<file path="config.mk">
export PLATFORM = sky130hd
export DESIGN_NAME = evt_irq_aggregator
export DESIGN_NICKNAME = d
export VERILOG_FILES = /design/src/rtl/eia_pkg.sv /design/src/rtl/eia_src_slot.sv /design/src/rtl/eia_mask_bank.sv /design/src/rtl/eia_irq_combine.sv /design/src/rtl/evt_irq_aggregator.sv
export SDC_FILE = /design/constraint.sdc
export NUM_CORES = 1
export LEC_CHECK = 0
export ABC_AREA = 1
export BUFFER_PORTS_ARGS = -buffer_cell sky130_fd_sc_hd__buf_4
export CORE_ASPECT_RATIO = 0.9
export CORE_MARGIN = 2
export CORE_UTILIZATION = 43
export CTS_CLUSTER_DIAMETER = 120
export DETAILED_ROUTE_END_ITERATION = 12
export PLACE_DENSITY = 0.67
export SLEW_MARGIN = 10
export SYNTH_ARGS = -nofsm -noshare
export SYNTH_HDL_FRONTEND = slang
export SYNTH_SLANG_ARGS = --single-unit
</file>
<file path="constraint.sdc">
create_clock -name clk -period 3.65 [get_ports clk]
set_input_delay 0.1825 -clock clk [delete_from_list [all_inputs] [get_ports clk]]
set_output_delay 0.1825 -clock clk [all_outputs]
set_load 0.05 [all_outputs]
</file>
<file path="src/rtl/eia_pkg.sv">
package eia_pkg;

    localparam int unsigned MAX_SRC    = 16;
    localparam int unsigned CMD_W      = 2;
    localparam int unsigned CMD_WORD_W = MAX_SRC * CMD_W;

    typedef enum logic [CMD_W-1:0] {
        CMD_KEEP     = 2'b00,
        CMD_UNMASK   = 2'b01,
        CMD_MASK     = 2'b10,
        CMD_KEEP_ALT = 2'b11
    } mask_cmd_e;

    typedef struct packed {
        logic pending;
        logic masked;
    } src_flag_t;

    function automatic mask_cmd_e cmd_field(input logic [CMD_WORD_W-1:0] word,
                                            input int unsigned idx);
        return mask_cmd_e'(word[idx*CMD_W +: CMD_W]);
    endfunction

    function automatic logic apply_cmd(input logic cur, input mask_cmd_e cmd);
        logic nxt;
        case (cmd)
            CMD_MASK:   nxt = 1'b1;
            CMD_UNMASK: nxt = 1'b0;
            default:    nxt = cur;
        endcase
        return nxt;
    endfunction

    function automatic logic flag_fires(input src_flag_t f);
        return f.pending && !f.masked;
    endfunction

endpackage

</file>
<file path="src/rtl/eia_src_slot.sv">
module eia_src_slot #(
    parameter int unsigned CNT_W = 8
) (
    input  logic             clk,
    input  logic             rst,
    input  logic             evt_i,
    input  logic             ack_we_i,
    input  logic [CNT_W-1:0] ack_val_i,
    output logic [CNT_W-1:0] cnt_o,
    output logic             pending_o
);

    logic [CNT_W-1:0] cnt_q;
    logic [CNT_W-1:0] ack_q;

    always_ff @(posedge clk) begin
        if (rst) begin
            cnt_q <= '0;
        end else if (evt_i) begin
            cnt_q <= cnt_q + CNT_W'(1);
        end
    end

    always_ff @(posedge clk) begin
        if (rst) begin
            ack_q <= '0;
        end else if (ack_we_i) begin
            ack_q <= ack_val_i;
        end
    end

    assign cnt_o     = cnt_q;
    assign pending_o = (cnt_q != ack_q);


    cnt_step_chk: assert property (@(posedge clk) disable iff (rst)
        evt_i |=> (cnt_q == $past(cnt_q) + CNT_W'(1)));


    cnt_hold_chk: assert property (@(posedge clk) disable iff (rst)
        !evt_i |=> $stable(cnt_q));


    ack_load_chk: assert property (@(posedge clk) disable iff (rst)
        ack_we_i |=> (ack_q == $past(ack_val_i)));


    ack_quiet_chk: assert property (@(posedge clk) disable iff (rst)
        (!ack_we_i && !evt_i && !pending_o) |=> !pending_o);

endmodule

</file>
<file path="src/rtl/eia_mask_bank.sv">
module eia_mask_bank
    import eia_pkg::*;
#(
    parameter int unsigned NUM_SRC = 16
) (
    input  logic                  clk,
    input  logic                  rst,
    input  logic                  we_i,
    input  logic [CMD_WORD_W-1:0] word_i,
    output logic [NUM_SRC-1:0]    mask_o
);

    logic [NUM_SRC-1:0] mask_q;

    for (genvar s = 0; s < NUM_SRC; s++) begin : g_field
        always_ff @(posedge clk) begin
            if (rst) begin
                mask_q[s] <= 1'b1;
            end else if (we_i) begin
                mask_q[s] <= apply_cmd(mask_q[s], cmd_field(word_i, s));
            end
        end


        mask_set_chk: assert property (@(posedge clk) disable iff (rst)
            (we_i && word_i[s*CMD_W +: CMD_W] == 2'b10) |=> mask_q[s]);


        mask_clr_chk: assert property (@(posedge clk) disable iff (rst)
            (we_i && word_i[s*CMD_W +: CMD_W] == 2'b01) |=> !mask_q[s]);


        mask_keep_chk: assert property (@(posedge clk) disable iff (rst)
            (!we_i || word_i[s*CMD_W] == word_i[s*CMD_W+1]) |=> $stable(mask_q[s]));
    end

    assign mask_o = mask_q;

endmodule

</file>
<file path="src/rtl/eia_irq_combine.sv">
module eia_irq_combine
    import eia_pkg::*;
#(
    parameter int unsigned NUM_SRC = 16
) (
    input  logic               clk,
    input  logic               rst,
    input  logic [NUM_SRC-1:0] pend_i,
    input  logic [NUM_SRC-1:0] mask_i,
    output logic               irq_o
);

    src_flag_t [NUM_SRC-1:0] flags;
    logic      [NUM_SRC-1:0] fire;
    logic                    irq_q;

    for (genvar s = 0; s < NUM_SRC; s++) begin : g_flag
        assign flags[s].pending = pend_i[s];
        assign flags[s].masked  = mask_i[s];
        assign fire[s]          = flag_fires(flags[s]);
    end

    always_ff @(posedge clk) begin
        if (rst) begin
            irq_q <= 1'b0;
        end else begin
            irq_q <= |fire;
        end
    end

    assign irq_o = irq_q;


    all_masked_quiet_chk: assert property (@(posedge clk) disable iff (rst)
        (&mask_i) |=> !irq_o);


    none_pending_quiet_chk: assert property (@(posedge clk) disable iff (rst)
        (pend_i == '0) |=> !irq_o);

endmodule

</file>
<file path="src/rtl/evt_irq_aggregator.sv">
module evt_irq_aggregator
    import eia_pkg::*;
#(
    parameter int unsigned NUM_CORES = 15,
    parameter int unsigned CNT_W     = 8,
    localparam int unsigned NUM_SRC  = NUM_CORES + 1,
    localparam int unsigned SEL_W    = (NUM_SRC > 1) ? $clog2(NUM_SRC) : 1
) (
    input  logic                       clk,
    input  logic                       rst,
    input  logic [NUM_SRC-1:0]         evt_pulse,
    input  logic                       mask_wr_en,
    input  logic [CMD_WORD_W-1:0]      mask_wr_data,
    input  logic                       ack_wr_en,
    input  logic [SEL_W-1:0]           ack_wr_sel,
    input  logic [CNT_W-1:0]           ack_wr_data,
    output logic [NUM_SRC*CNT_W-1:0]   evt_count,
    output logic [NUM_SRC-1:0]         mask_state,
    output logic                       irq
);

    logic [NUM_SRC-1:0] pend;
    logic [NUM_SRC-1:0] ack_we;

    for (genvar s = 0; s < NUM_SRC; s++) begin : g_src
        assign ack_we[s] = ack_wr_en && (ack_wr_sel == SEL_W'(s));

        eia_src_slot #(
            .CNT_W (CNT_W)
        ) slot_i (
            .clk       (clk),
            .rst       (rst),
            .evt_i     (evt_pulse[s]),
            .ack_we_i  (ack_we[s]),
            .ack_val_i (ack_wr_data),
            .cnt_o     (evt_count[s*CNT_W +: CNT_W]),
            .pending_o (pend[s])
        );
    end

    eia_mask_bank #(
        .NUM_SRC (NUM_SRC)
    ) mask_i (
        .clk    (clk),
        .rst    (rst),
        .we_i   (mask_wr_en),
        .word_i (mask_wr_data),
        .mask_o (mask_state)
    );

    eia_irq_combine #(
        .NUM_SRC (NUM_SRC)
    ) irq_i (
        .clk    (clk),
        .rst    (rst),
        .pend_i (pend),
        .mask_i (mask_state),
        .irq_o  (irq)
    );


    one_ack_target_chk: assert property (@(posedge clk) disable iff (rst)
        $onehot0(ack_we));


    unmask_all_chk: assert property (@(posedge clk) disable iff (rst)
        (mask_wr_en && mask_wr_data == 32'h5555_5555) |=> (mask_state == '0));

endmodule

</file>
* After elaboration in Yosys (flattened, before gate mapping) *
Index checks and enable logic that the tools add are counted.

word-level totals
  register bits after elaboration = 273
  input bits = 64
  output and inout port bits = 145
  word-level logic and storage cells = 226

cells by class
  $add $sub $neg = 16
  equal/unequal tests = 63
  multiplexer cells = 16
  reductions and logical operators = 82

operator list
  operator                                                          count
  8-bit by 1-bit adder with 8-bit output (second input constant)    16
  8-bit != test                                                     16
  2-bit by 1-bit == test with 1-bit output (second input constant)  16
  2-bit == test (second input constant)                             16
  4-bit == test (second input constant)                             8
  1-bit logical AND                                                 32
  1-bit one-hot mux with 2 select lines                             16
  2-bit AND reduction                                               16
  2-bit nonzero test                                                16
  4-bit by 3-bit == test with 1-bit output (second input constant)  4
  1-bit zero test                                                   16
  16-bit OR reduction                                               1
  4-bit by 2-bit == test with 1-bit output (second input constant)  2
  4-bit by 1-bit == test with 1-bit output (second input constant)  1
  4-bit zero test                                                   1

* Depth between registers and ports, before layout *
  depth in word-level cells = 3
  gate-level depth with buffers = 12
  depth with buffers taken out = 12

* Cells and area by module *
From an unflattened synthesis, not the netlist that was laid out.

unflattened totals
  cells, all modules = 1781
  area total of the unflattened synthesis = 12938.7 µm²

modules (own cells, without submodules)
  module              instances  cells each  area each (µm²)  sequential area each (µm²)
  eia_src_slot        16         97          724.4            320.3
  eia_mask_bank       1          149         1023.5           320.3
  eia_irq_combine     1          48          197.7            20.0
  evt_irq_aggregator  1          32          126.4            0.0

* Least setup slack after synthesis *
No wires, ideal clock.

  path kind = flip-flop to flip-flop
  start = register g_src[11].slot_i.cnt_q[0]
  end = register g_src[11].slot_i.cnt_q[6]
  library setup time = 0.120 ns
  arrival = 1.569 ns
  required time = 3.530 ns
  path slack = 1.962 ns
  cell stages (with the launch flop) = 9
  buffers on the path = 0
  period minus slack after synthesis = 1.688 ns
  path through = dfxtp_1 -> ha_1 -> nand3_1 -> nor2_1 -> nand2_1 -> inv_1 -> nand2_1 -> o21ai_0 -> a21oi_1

between the ends
  word-level cells in the longest chain between the ends = 1

RTL lines
  item                                    line                source
  start, declared                         eia_src_slot.sv:13  logic [CNT_W-1:0] cnt_q;
  start signal, assigned                  eia_src_slot.sv:20  cnt_q <= cnt_q + CNT_W'(1);
  8-bit by 1-bit adder with 8-bit output  eia_src_slot.sv:20

No other way between the ends.
A chain may end at the register's enable or synchronous reset.

==> flow_summary_export.csv <==
group,metric,value,unit
floorplanning,chipHeight,165,um
run,drv_cap,0,
routing,highest_layer,"met4",
routing,wl_met2,14000,um
routing,drc,0,
clocking,cts_sinks,273,
routing,viasPerCell,4.87,
hold_path,hold_class,"primary input to flip-flop",
sta,setup_violations,0,
sta,fin_tns_setup,0,ns
routing,drt_iter0_drc,722,
grt,grt_antenna_before_repair,0,
routing,drt_first_pass_iters,5,
routing,wl_per_cell,14.0,um
logic_synthesis,yosys_warnings,0,
pwr,p_int,0.00497,W
critical_path,worstSetupPathType,"primary input to flip-flop",
critical_path,r2r_cells,7,
grt,grt_usage,0.209,
grt,grt_pass1_vias,9969,
pwr,powerDensity,442,nW/um^2
logic_synthesis,syn_inst,1704,
sta,tightestPinTransition,1.11,ns
critical_path,crit_top_cell,"buf_4",
clocking,clk_path_buf_depth,3,
critical_path,startpoint,"rst",
floorplanning,fp.dieW,183,um
sta,rsz0062_at_grt,"no",
clocking,ctsResizeCount,0,
critical_path,path_delay_family,"buffers and inverters",
sta,finalClockSkew,0.0118,ns
critical_path,start_kind,"primary input",
floorplanning,core,28100,sq um
clocking,numCtsBuffers,29,
critical_path,timing.rr.start,"g_src[8].slot_i.cnt_o[0]",
routing,wl_met1,15800,um
critical_path,end_kind,"flip-flop",
grt,grt_pass1_wl,51000,um
layout,n_antenna_cell,0,
sta,hold_violations,0,
critical_path,r2r_end,"g_src[8].slot_i.cnt_o[7]",
layout,final_cell_area,15300,sq um
layout,drive_above_1_share,0.131,
clocking,root_buffer,"clkbuf_16",
floorplanning,dieArea,30100,sq um
sta,fmax,677,MHz
critical_path,crit_arrival,1.94,ns
floorplanning,row_count,58,
layout,nets,2012,
routing,wirelength,32300,um
pwr,vdd_drop_max,0.000403,V
pwr,p_leak,6.93,nW
pwr,pwr-share-comb,0.117,
sta,report.final.slew_viol_count,0,
critical_path,cp_slowest_cell,"inv_6",
placement,place.gp.congestion,0.781,
critical_path,cp_max_fo,121,
outcome,status,"finished, final reports clean",
clocking,cts_hold_buf,16,
critical_path,max_stage_delay,0.67,ns
critical_path,ff2ff_setup_slack,2.18,ns
layout,utilization,0.543,
logic_synthesis,synth_seq_area_share,0.443,
clocking,clock_latency,0.54,ns
sta,post-route-period-util,0.405,
pwr,switching_share,0.263,
routing,ant_nets,0,
sta,relSlewSlack,0.259,
sta,fin_crit,1.48,ns
clocking,post_cts_buffers,0,
critical_path,cp.depth,5,
logic_synthesis,syn_avg_cell_area,7.24,sq um
routing,vias,11200,
pwr,p_clk_frac,0.414,
logic_synthesis,synth_fp_nets,1800,
critical_path,cp.buffers_inverters,3,
critical_path,cp_cell_sequence,"buf_4 -> inv_6 -> buf_4 -> o21ai_0 -> a21oi_1",
critical_path,critPathCapture,"g_src[11].slot_i.ack_q[3]",
grt,overflow,0,
placement,post-dp-hpwl,21800,um
clocking,clk_pin_slew,0.06,ns
clocking,cts_tree,"done",
logic_synthesis,ys_ff_latch,273,
routing,wl_met3,1810,um
pwr,totalPowerFinal,0.00674,W
floorplanning,initial_core_util,0.439,
grt,grt_max_degree,122,
clocking,htreeDepth,1,
logic_synthesis,ys_types,21,
pwr,power_switching,0.00177,W
pwr,seqPwrFrac,0.469,
layout,syn_to_final_growth,23.7,%
placement,port_buffers,208,
floorplanning,num_io_pins,209,
placement,place_area,14200,sq um
logic_synthesis,netlist_area,12300,sq um
critical_path,crit_required,4.11,ns
==> power by group through the flow <==
| stage | Clock [W] | Sequential (W) | Combinational [W] |
|---|---|---|---|
| final | 0.00279 | 0.00316 | 0.000788 |
| after global routing | 0.00298 | 0.00317 | 0.000868 |
| after CTS | 0.00285 | 0.00316 | 0.000793 |
| after detailed placement | 0 | 0.00323 | 0.000775 |
| after global placement | 0 | 0.00322 | 0.000761 |
| after floorplan | 0 | 0.00338 | 0.000333 |
==> worst min path at each step <==
stage | from | endpoint | slack (ns) | depth (start not counted)
after floorplan | evt_pulse[0] | g_src[0].slot_i.cnt_o[1] | 0.27 | 1
after global placement | evt_pulse[0] | g_src[0].slot_i.cnt_o[1] | 0.40 | 2
after detailed placement | evt_pulse[2] | g_src[2].slot_i.cnt_o[1] | 0.41 | 2
after CTS | mask_wr_data[0] | mask_i.mask_o[0] | 0.007 | 3
after global routing | mask_wr_data[2] | mask_i.mask_o[1] | 0.02 | 3
final | mask_wr_data[12] | mask_i.mask_o[6] | 0.02 | 3
==> flip-flops by register name, summed over array words and instances, names as in the netlist <==
name / count
g_src.slot_i.cnt_o: 128
mask_i.mask_o: 16
g_src.slot_i.ack_q: 128
irq_i.irq_o: 1
==> metrics by stage <==
step | cells | hold slack (ns) | setup slack [ns]
after floorplan | 1704 | 0.272 | 1.96
after global placement | 2229 | 0.402 | 1.64
after detailed placement | 2229 | 0.408 | 1.61
after CTS | 2297 | 0.00686 | 2.16
after global routing | 2297 | 0.0249 | 1.95
final | 2297 | 0.0240 | 2.17
==> per-layer routing <==
layer,up-vias,global-route usage
met5,-,0
met3,45,0.0289
met4,0,0.0462
li1,5861,-
met1,4971,0.299
met2,314,0.334
==> synth_stat cells (all sizes together) <==
master / n / area, sq um
xor2: 1 / 8.76
nor3: 53 / 265
nand4: 2 / 12.5
o311ai: 16 / 140
nand2: 246 / 923
dfxtp: 273 / 5470
ha: 32 / 400
buf: 9 / 45.1
nor2: 375 / 1420
xnor2: 116 / 1020
clkbuf: 36 / 135
o21ai: 196 / 981
inv: 190 / 713
a21oi: 111 / 556
nor3b: 7 / 52.6
clkinv: 2 / 7.51
nand3: 39 / 195
==> cell type report <==
cell class                 count  area (sq um)
fill                        2654         12800
multi-input combinational   1194          5970
sequential                   273          5470
timing repair buffer         226          1750
clock buffer                  48           877
inverter                     192           726
tap                          360           450
clock inverter                 4          20.0
==> cells in the final DEF (no fill, tap or decap) <==
| cell | n |
|---|---|
| a21oi_1 | 111 |
| buf_12 | 1 |
| buf_4 | 209 |
| clkbuf_1 | 11 |
| clkbuf_16 | 29 |
| clkbuf_8 | 8 |
| clkinv_1 | 1 |
| clkinv_2 | 4 |
| dfxtp_1 | 273 |
| dlygate4sd3_1 | 16 |
| ha_1 | 32 |
| inv_1 | 189 |
| inv_2 | 1 |
| inv_6 | 1 |
| nand2_1 | 246 |
| nand3_1 | 39 |
| nand4_1 | 2 |
| nor2_1 | 374 |
| nor2_4 | 1 |
| nor3_1 | 53 |
| nor3b_1 | 7 |
| o21ai_0 | 196 |
| o311ai_0 | 16 |
| xnor2_1 | 116 |
| xor2_1 | 1 |
==> worst reg2reg max path, cell delays in order (launching register included) <==
cell,delay [ns]
dfxtp_1,0.45
nand3_1,0.11
nor2_1,0.14
nand2_1,0.10
nor3_1,0.24
nand2_1,0.12
o21ai_0,0.16
a21oi_1,0.05
==> logic make-up after synthesis <==
group / count (synthesis) / share of synthesized area
adders and majority gates: 32 / 0.0325
buffers and inverters: 237 / 0.0731
AOI/OAI and AO/OA: 323 / 0.136
DFF: 273 / 0.443
and+or+nand+nor: 722 / 0.232
xor gates and xnor gates: 117 / 0.0831
Power figures use the tool's default switching activity.
